[src/rtl/uct_pkg.sv]
package uct_pkg;

    localparam int unsigned ADDR_W = 3;

    typedef enum logic [ADDR_W-1:0] {
        RA_CTRL   = 3'd0,
        RA_RELOAD = 3'd1,
        RA_COUNT  = 3'd2,
        RA_IEN    = 3'd3,
        RA_STATUS = 3'd4
    } reg_addr_e;

    localparam int unsigned CTRL_RUN_BIT = 0;
    localparam int unsigned CTRL_PER_BIT = 1;
    localparam int unsigned CTRL_LDN_BIT = 2;

    typedef struct packed {
        logic load_now;
        logic periodic;
        logic run;
    } ctrl_cmd_t;

    typedef struct packed {
        logic      valid;
        ctrl_cmd_t cmd;
    } ctrl_req_t;

    function automatic ctrl_cmd_t decode_ctrl(input logic [2:0] bits);
        ctrl_cmd_t c;
        c.run      = bits[CTRL_RUN_BIT];
        c.periodic = bits[CTRL_PER_BIT];
        c.load_now = bits[CTRL_LDN_BIT];
        return c;
    endfunction

endpackage

[src/rtl/uct_resync.sv]
module uct_resync
    import uct_pkg::*;
#(
    parameter int unsigned STAGES = 2
) (
    input  logic      clk,
    input  logic      rst,
    input  ctrl_req_t req_i,
    output ctrl_req_t req_o
);

    ctrl_req_t pipe_q [STAGES];

    for (genvar s = 0; s < STAGES; s++) begin : g_stage
        if (s == 0) begin : g_head
            always_ff @(posedge clk) begin
                if (rst) pipe_q[0] <= '0;
                else     pipe_q[0] <= req_i;
            end
        end else begin : g_body
            always_ff @(posedge clk) begin
                if (rst) pipe_q[s] <= '0;
                else     pipe_q[s] <= pipe_q[s-1];
            end
        end
    end

    assign req_o = pipe_q[STAGES-1];

endmodule

[src/rtl/uct_counter.sv]
module uct_counter
    import uct_pkg::*;
#(
    parameter int unsigned W = 32
) (
    input  logic         clk,
    input  logic         rst,
    input  logic         tick,
    input  ctrl_req_t    apply,
    input  logic [W-1:0] reload,
    output logic [W-1:0] count,
    output logic         running,
    output logic         periodic,
    output logic         ovf_evt
);

    localparam logic [W-1:0] ALL_ONES = '1;
    localparam logic [W-1:0] ONE      = {{(W-1){1'b0}}, 1'b1};

    logic [W-1:0] cnt_q;
    logic         run_q;
    logic         per_q;
    logic         at_top;

    assign at_top  = (cnt_q == ALL_ONES);
    assign ovf_evt = run_q && tick && at_top;

    always_ff @(posedge clk) begin
        if (rst) begin
            cnt_q <= '0;
            run_q <= 1'b0;
            per_q <= 1'b0;
        end else begin
            if (run_q && tick) begin
                if (at_top) begin
                    cnt_q <= per_q ? reload : '0;
                    if (!per_q) run_q <= 1'b0;
                end else begin
                    cnt_q <= cnt_q + ONE;
                end
            end
            if (apply.valid) begin
                run_q <= apply.cmd.run;
                per_q <= apply.cmd.periodic;
                if (apply.cmd.load_now) cnt_q <= reload;
            end
        end
    end

    assign count    = cnt_q;
    assign running  = run_q;
    assign periodic = per_q;

    assert_idle_hold_R2: assert property (@(posedge clk) disable iff (rst)
        (!(run_q && tick) && !apply.valid) |=> $stable(cnt_q));

    assert_step_R2: assert property (@(posedge clk) disable iff (rst)
        (run_q && tick && !at_top && !apply.valid) |=> (cnt_q == $past(cnt_q) + ONE));

    assert_oneshot_stop_R4: assert property (@(posedge clk) disable iff (rst)
        (ovf_evt && !per_q && !apply.valid) |=> (!run_q && cnt_q == '0));

    assert_periodic_reload_R5: assert property (@(posedge clk) disable iff (rst)
        (ovf_evt && per_q && !apply.valid) |=> (cnt_q == $past(reload)));

endmodule

[src/rtl/uct_regfile.sv]
module uct_regfile
    import uct_pkg::*;
#(
    parameter int unsigned W = 32
) (
    input  logic              clk,
    input  logic              rst,
    input  logic              wr_en,
    input  logic [ADDR_W-1:0] wr_addr,
    input  logic [W-1:0]      wr_data,
    input  logic              ovf_evt,
    output ctrl_req_t         ctrl_req,
    output logic [W-1:0]      reload,
    output logic              ien,
    output logic              status,
    output logic              irq
);

    logic [W-1:0] reload_q;
    logic         ien_q;
    logic         status_q;
    logic         clr_hit;

    assign clr_hit = wr_en && (wr_addr == RA_STATUS) && wr_data[0];

    assign ctrl_req.valid = wr_en && (wr_addr == RA_CTRL);
    assign ctrl_req.cmd   = decode_ctrl(wr_data[2:0]);

    always_ff @(posedge clk) begin
        if (rst) begin
            reload_q <= '0;
            ien_q    <= 1'b0;
        end else if (wr_en) begin
            if (wr_addr == RA_RELOAD) reload_q <= wr_data;
            if (wr_addr == RA_IEN)    ien_q    <= wr_data[0];
        end
    end

    // A new event outranks a clear on the same edge.
    always_ff @(posedge clk) begin
        if (rst)          status_q <= 1'b0;
        else if (ovf_evt) status_q <= 1'b1;
        else if (clr_hit) status_q <= 1'b0;
    end

    assign reload = reload_q;
    assign ien    = ien_q;
    assign status = status_q;
    assign irq    = status_q & ien_q;

    assert_flag_on_wrap_R3: assert property (@(posedge clk) disable iff (rst)
        ovf_evt |=> status_q);

    assert_w1c_R10: assert property (@(posedge clk) disable iff (rst)
        (clr_hit && !ovf_evt) |=> !status_q);

    assert_no_spurious_flag_R3: assert property (@(posedge clk) disable iff (rst)
        (!ovf_evt && !status_q) |=> !status_q);

endmodule

[src/rtl/upcount_evt_timer.sv]
module upcount_evt_timer
    import uct_pkg::*;
#(
    parameter int unsigned W           = 32,
    parameter int unsigned SYNC_STAGES = 2
) (
    input  logic              clk,
    input  logic              rst,
    input  logic              tick,
    input  logic              wr_en,
    input  logic [ADDR_W-1:0] wr_addr,
    input  logic [W-1:0]      wr_data,
    input  logic [ADDR_W-1:0] rd_addr,
    output logic [W-1:0]      rd_data,
    output logic              irq
);

    ctrl_req_t    ctrl_req;
    ctrl_req_t    ctrl_apply;
    logic [W-1:0] reload;
    logic [W-1:0] count;
    logic         running;
    logic         periodic;
    logic         ovf_evt;
    logic         ien;
    logic         status;

    uct_regfile #(.W(W)) u_regs (
        .clk      (clk),
        .rst      (rst),
        .wr_en    (wr_en),
        .wr_addr  (wr_addr),
        .wr_data  (wr_data),
        .ovf_evt  (ovf_evt),
        .ctrl_req (ctrl_req),
        .reload   (reload),
        .ien      (ien),
        .status   (status),
        .irq      (irq)
    );

    uct_resync #(.STAGES(SYNC_STAGES)) u_sync (
        .clk   (clk),
        .rst   (rst),
        .req_i (ctrl_req),
        .req_o (ctrl_apply)
    );

    uct_counter #(.W(W)) u_cnt (
        .clk      (clk),
        .rst      (rst),
        .tick     (tick),
        .apply    (ctrl_apply),
        .reload   (reload),
        .count    (count),
        .running  (running),
        .periodic (periodic),
        .ovf_evt  (ovf_evt)
    );

    always_comb begin
        rd_data = '0;
        case (rd_addr)
            RA_CTRL: begin
                rd_data[CTRL_RUN_BIT] = running;
                rd_data[CTRL_PER_BIT] = periodic;
            end
            RA_RELOAD: rd_data    = reload;
            RA_COUNT:  rd_data    = count;
            RA_IEN:    rd_data[0] = ien;
            RA_STATUS: rd_data[0] = status;
            default:   rd_data    = '0;
        endcase
    end

    assert_stop_freezes_R9: assert property (@(posedge clk) disable iff (rst)
        (!running && !ctrl_apply.valid) |=> $stable(count));

endmodule

[config.mk]
export PLATFORM = sky130hd
export DESIGN_NAME = upcount_evt_timer
export DESIGN_NICKNAME = d
export VERILOG_FILES = /design/src/rtl/uct_pkg.sv /design/src/rtl/uct_resync.sv /design/src/rtl/uct_counter.sv /design/src/rtl/uct_regfile.sv /design/src/rtl/upcount_evt_timer.sv
export SDC_FILE = /design/constraint.sdc
export NUM_CORES = 1
export LEC_CHECK = 0
export BUFFER_PORTS_ARGS = -buffer_cell sky130_fd_sc_hd__buf_2
export CORE_MARGIN = 2
export CORE_UTILIZATION = 59
export CTS_CLUSTER_DIAMETER = 120
export CTS_CLUSTER_SIZE = 10
export DETAILED_ROUTE_END_ITERATION = 8
export HOLD_SLACK_MARGIN = 0.15
export PLACE_DENSITY = 0.84
export SLEW_MARGIN = 25
export SYNTH_ARGS = -nofsm -noshare
export SYNTH_HDL_FRONTEND = slang
export SYNTH_SLANG_ARGS = --single-unit
[constraint.sdc]
create_clock -name clk -period 4.3 [get_ports clk]
set_clock_uncertainty 0.2 [all_clocks]
set_input_delay 0.86 -clock clk [delete_from_list [all_inputs] [get_ports clk]]
set_output_delay 0.86 -clock clk [all_outputs]
set_load 0.03 [all_outputs]
==> flow_metrics.tcl <==
set metrics [dict create \
    cts.clk_slew.worst_paths_ps 80 \
    diodes 0 \
    switchingPower_w 0.000332 \
    required_ps 3240 \
    min_from "u_sync.pipe_q[0][1]" \
    cts_buffers 9 \
    setup_tns_ps 0 \
    cp_data_arrival_time_ps 2010 \
    placedCellCount 641 \
    cpPeakStageDelay_ps 270 \
    yosysMostFrequentCell "nand2_1" \
    first_global_vias 3871 \
    yosys-top-cells-count "nand2_1 (88), dfxtp_1 (76), a21oi_1 (42), nor2_1 (33)" \
    drive_gt1_share_pct 19.1 \
    grt_overflow 0 \
    clk_path_buf_depth 2 \
    io_buffers 74 \
    place_area_um2 4490 \
    area_delta_synth_final_pct 15.9 \
    intPower_w 0.00119 \
    slew_headroom_pct 41.2 \
    ys_async_sr_fraction_pct 0 \
    finalPower_w 0.00152 \
    drt-wirelength-per-cell_um 18.1 \
    worstReg2RegStart "u_cnt.count[0]" \
    yosysTopAreaCell "dfxtp_1" \
    nFillCells 541 \
    synth_edf_count 0 \
    grt_max_degree 33 \
    hold_path_depth 1 \
    combPwrFrac_pct 5.1 \
    worstRegToRegCells 7 \
    setup_viol 0 \
    endpoint_kind "primary output" \
    whs_endpoint "u_sync.pipe_q[1][1]" \
    ctsResizeCount 0 \
    synth_ff_type "dfxtp_1" \
    holdCritPathClass "flip-flop to flip-flop" \
    yosysTopAreaCellShare_pct 37.1 \
    p_clk_share_pct 47.3 \
    syn-cell-area_um2 4100 \
    clk-insertion-delay-late_ps 360 \
    row_count 30 \
    grt_pass1_wl_um 18800 \
    cp_num_buf_inv 4 \
    period_share_pct 71.4 \
    fin_area_um2 4750 \
    grt_usage_pct 31.4 \
    initial_core_util_pct 60.7 \
    ios 75 \
    path_delay_family "buffers and inverters" \
    final_cells 656 \
    initialDrtViolationCount 398 \
    crit_chain "buf_2, inv_1, nor3_2, buf_4, a22o_1, buf_2" \
    synthTopCellsByArea "dfxtp_1 (37%), nand2_1 (8.1%), a22o_1 (6.8%), a21oi_1 (5.1%), nand4_1 (3.1%)" \
    antenna_found_initial 0 \
    root_buffer "clkbuf_8" \
    dieHeight_um 87.4 \
    ctsHoldBuffers 0 \
    swShare_pct 21.8 \
    cap_viol_max_count 0 \
    drv_slew 0 \
    cts_tree "yes" \
    status "complete, no violations" \
    detail_route.vias_per_cell 6.59 \
    syn_avg_cell_area_um2 7.89 \
    die_w_um 87.4 \
    wirelength_um 11900 \
    gp_congestion 0.971 \
    dp_hpwl_um 8120 \
    hold_viol_final 0 \
    htreeDepth 3 \
    cts.sinks 76 \
    seq_power_share_pct 47.6 \
    slowest_stage "buf_4" \
    vias 4325 \
    ys_types 50 \
    path_class "input port to primary output" \
    first_pass_iters 6 \
    rr_endpoint "u_cnt.count[21]" \
    syn-num-nets 563 \
    max_freq_ghz 0.326 \
    power_density_nw_per_um2 319 \
    r2r_slack_ps 1690 \
    cts_setup_buffers 0 \
    worst_pin_slew_ps 881 \
    rsz0062_at_grt "false" \
    synth.ff_latch_count 76 \
    critPathMaxFanout 15 \
    dieArea_um2 7630 \
    cpMostUsedCell "buf_2" \
    leakage_nw 1.85 \
    core_um2 6760 \
    synth_cells 520 \
    start_kind "input port" \
    route.detailed.drc 0 \
    min_period_ps 3070 \
    fin_hold_ws_ps 248 \
    final_nets 615 \
    seq_area_frac_synth_pct 37.1 \
    ant_nets 0 \
    synth_warnings 0 \
    max-vdd-ir-drop_v 0.000250 \
]
placed cells by master (no fill, tap or decap), types with 12 or more instances in the layout:
| cell | synthesis | final |
|---|---|---|
| nand2_1 | 88 | 88 |
| dfxtp_1 | 76 | 76 |
| buf_2 | 7 | 74 |
| a21oi_1 | 42 | 42 |
| nor2_1 | 33 | 33 |
| a22o_1 | 32 | 32 |
| nand4_1 | 20 | 20 |
| nand3_1 | 17 | 17 |
| o22ai_1 | 16 | 16 |
| o21ai_0 | 15 | 15 |
| a22oi_1 | 15 | 15 |
| xor2_1 | 13 | 13 |
| and3_1 | 12 | 12 |
logic make-up after synthesis:
| logic type | Yosys count | share of synthesized area (%) |
|---|---|---|
| compound gates | 150 | 24.7 |
| xor+xnor | 24 | 5.13 |
| fa+ha+maj | 1 | 0.305 |
| buf+inv | 46 | 4.55 |
| flops | 76 | 37.1 |
| mux | 5 | 1.22 |
| simple gates | 218 | 27.0 |
registers in the layout, indices dropped and copies added (netlist names):
register        cells
u_cnt.count        32
u_regs.reload      32
u_sync.pipe_q       8
u_cnt.periodic      1
u_cnt.running       1
u_regs.ien          1
u_regs.status       1
worst max-delay path by stage:
stage | start | slack (ps) | depth (start not counted) | to
2_1_floorplan | rd_addr[1] | 1180 | 5 | rd_data[10]
3_3_place_gp | rd_addr[1] | 1380 | 6 | rd_data[20]
3_5_place_dp | rd_addr[1] | 1320 | 6 | rd_data[14]
4_1_cts | rd_addr[1] | 1250 | 6 | rd_data[21]
5_1_grt | rd_addr[1] | 1160 | 6 | rd_data[18]
6_report | rd_addr[1] | 1230 | 6 | rd_data[21]
per-layer routing:
layer  global-route usage [%]  vias up  share of wire, %
li1                         -     1998                 -
met1                     42.6     2048                43
met2                     47.4      242                46
met3                     6.64       37               8.9
met4                     15.0        0               2.8
met5                        0        -                 0
metrics by stage:
step | setup slack, ps | util, %
after floorplan | 1180 | -
after global routing | 1160 | 70.4
after global placement | 1380 | 66.5
after detailed placement | 1320 | 66.5
final | 1230 | 70.4
after CTS | 1250 | 70.4
power by group through the flow:
stage | registers, W | clock network [W] | logic (W)
after detailed placement | 0.000738 | 0 | 0.0000758
after global routing | 0.000723 | 0.000746 | 0.0000849
after floorplan | 0.000735 | 0 | 0.0000406
final | 0.000722 | 0.000718 | 0.0000774
after global placement | 0.000738 | 0 | 0.0000735
after CTS | 0.000722 | 0.000717 | 0.0000765
layout make-up:
type / count / area (µm²) / area share, %
flip-flops and latches: 76 / 1520 / 32.0
clock buffers: 9 / 124 / 2.61
repair buffers: 83 / 438 / 9.21
multi-input cells: 398 / 2420 / 50.9
clock inverters: 6 / 138 / 2.89
inverters: 4 / 15.0 / 0.316
well taps: 80 / 100 / 2.11
(Power assumes the default switching activity.)
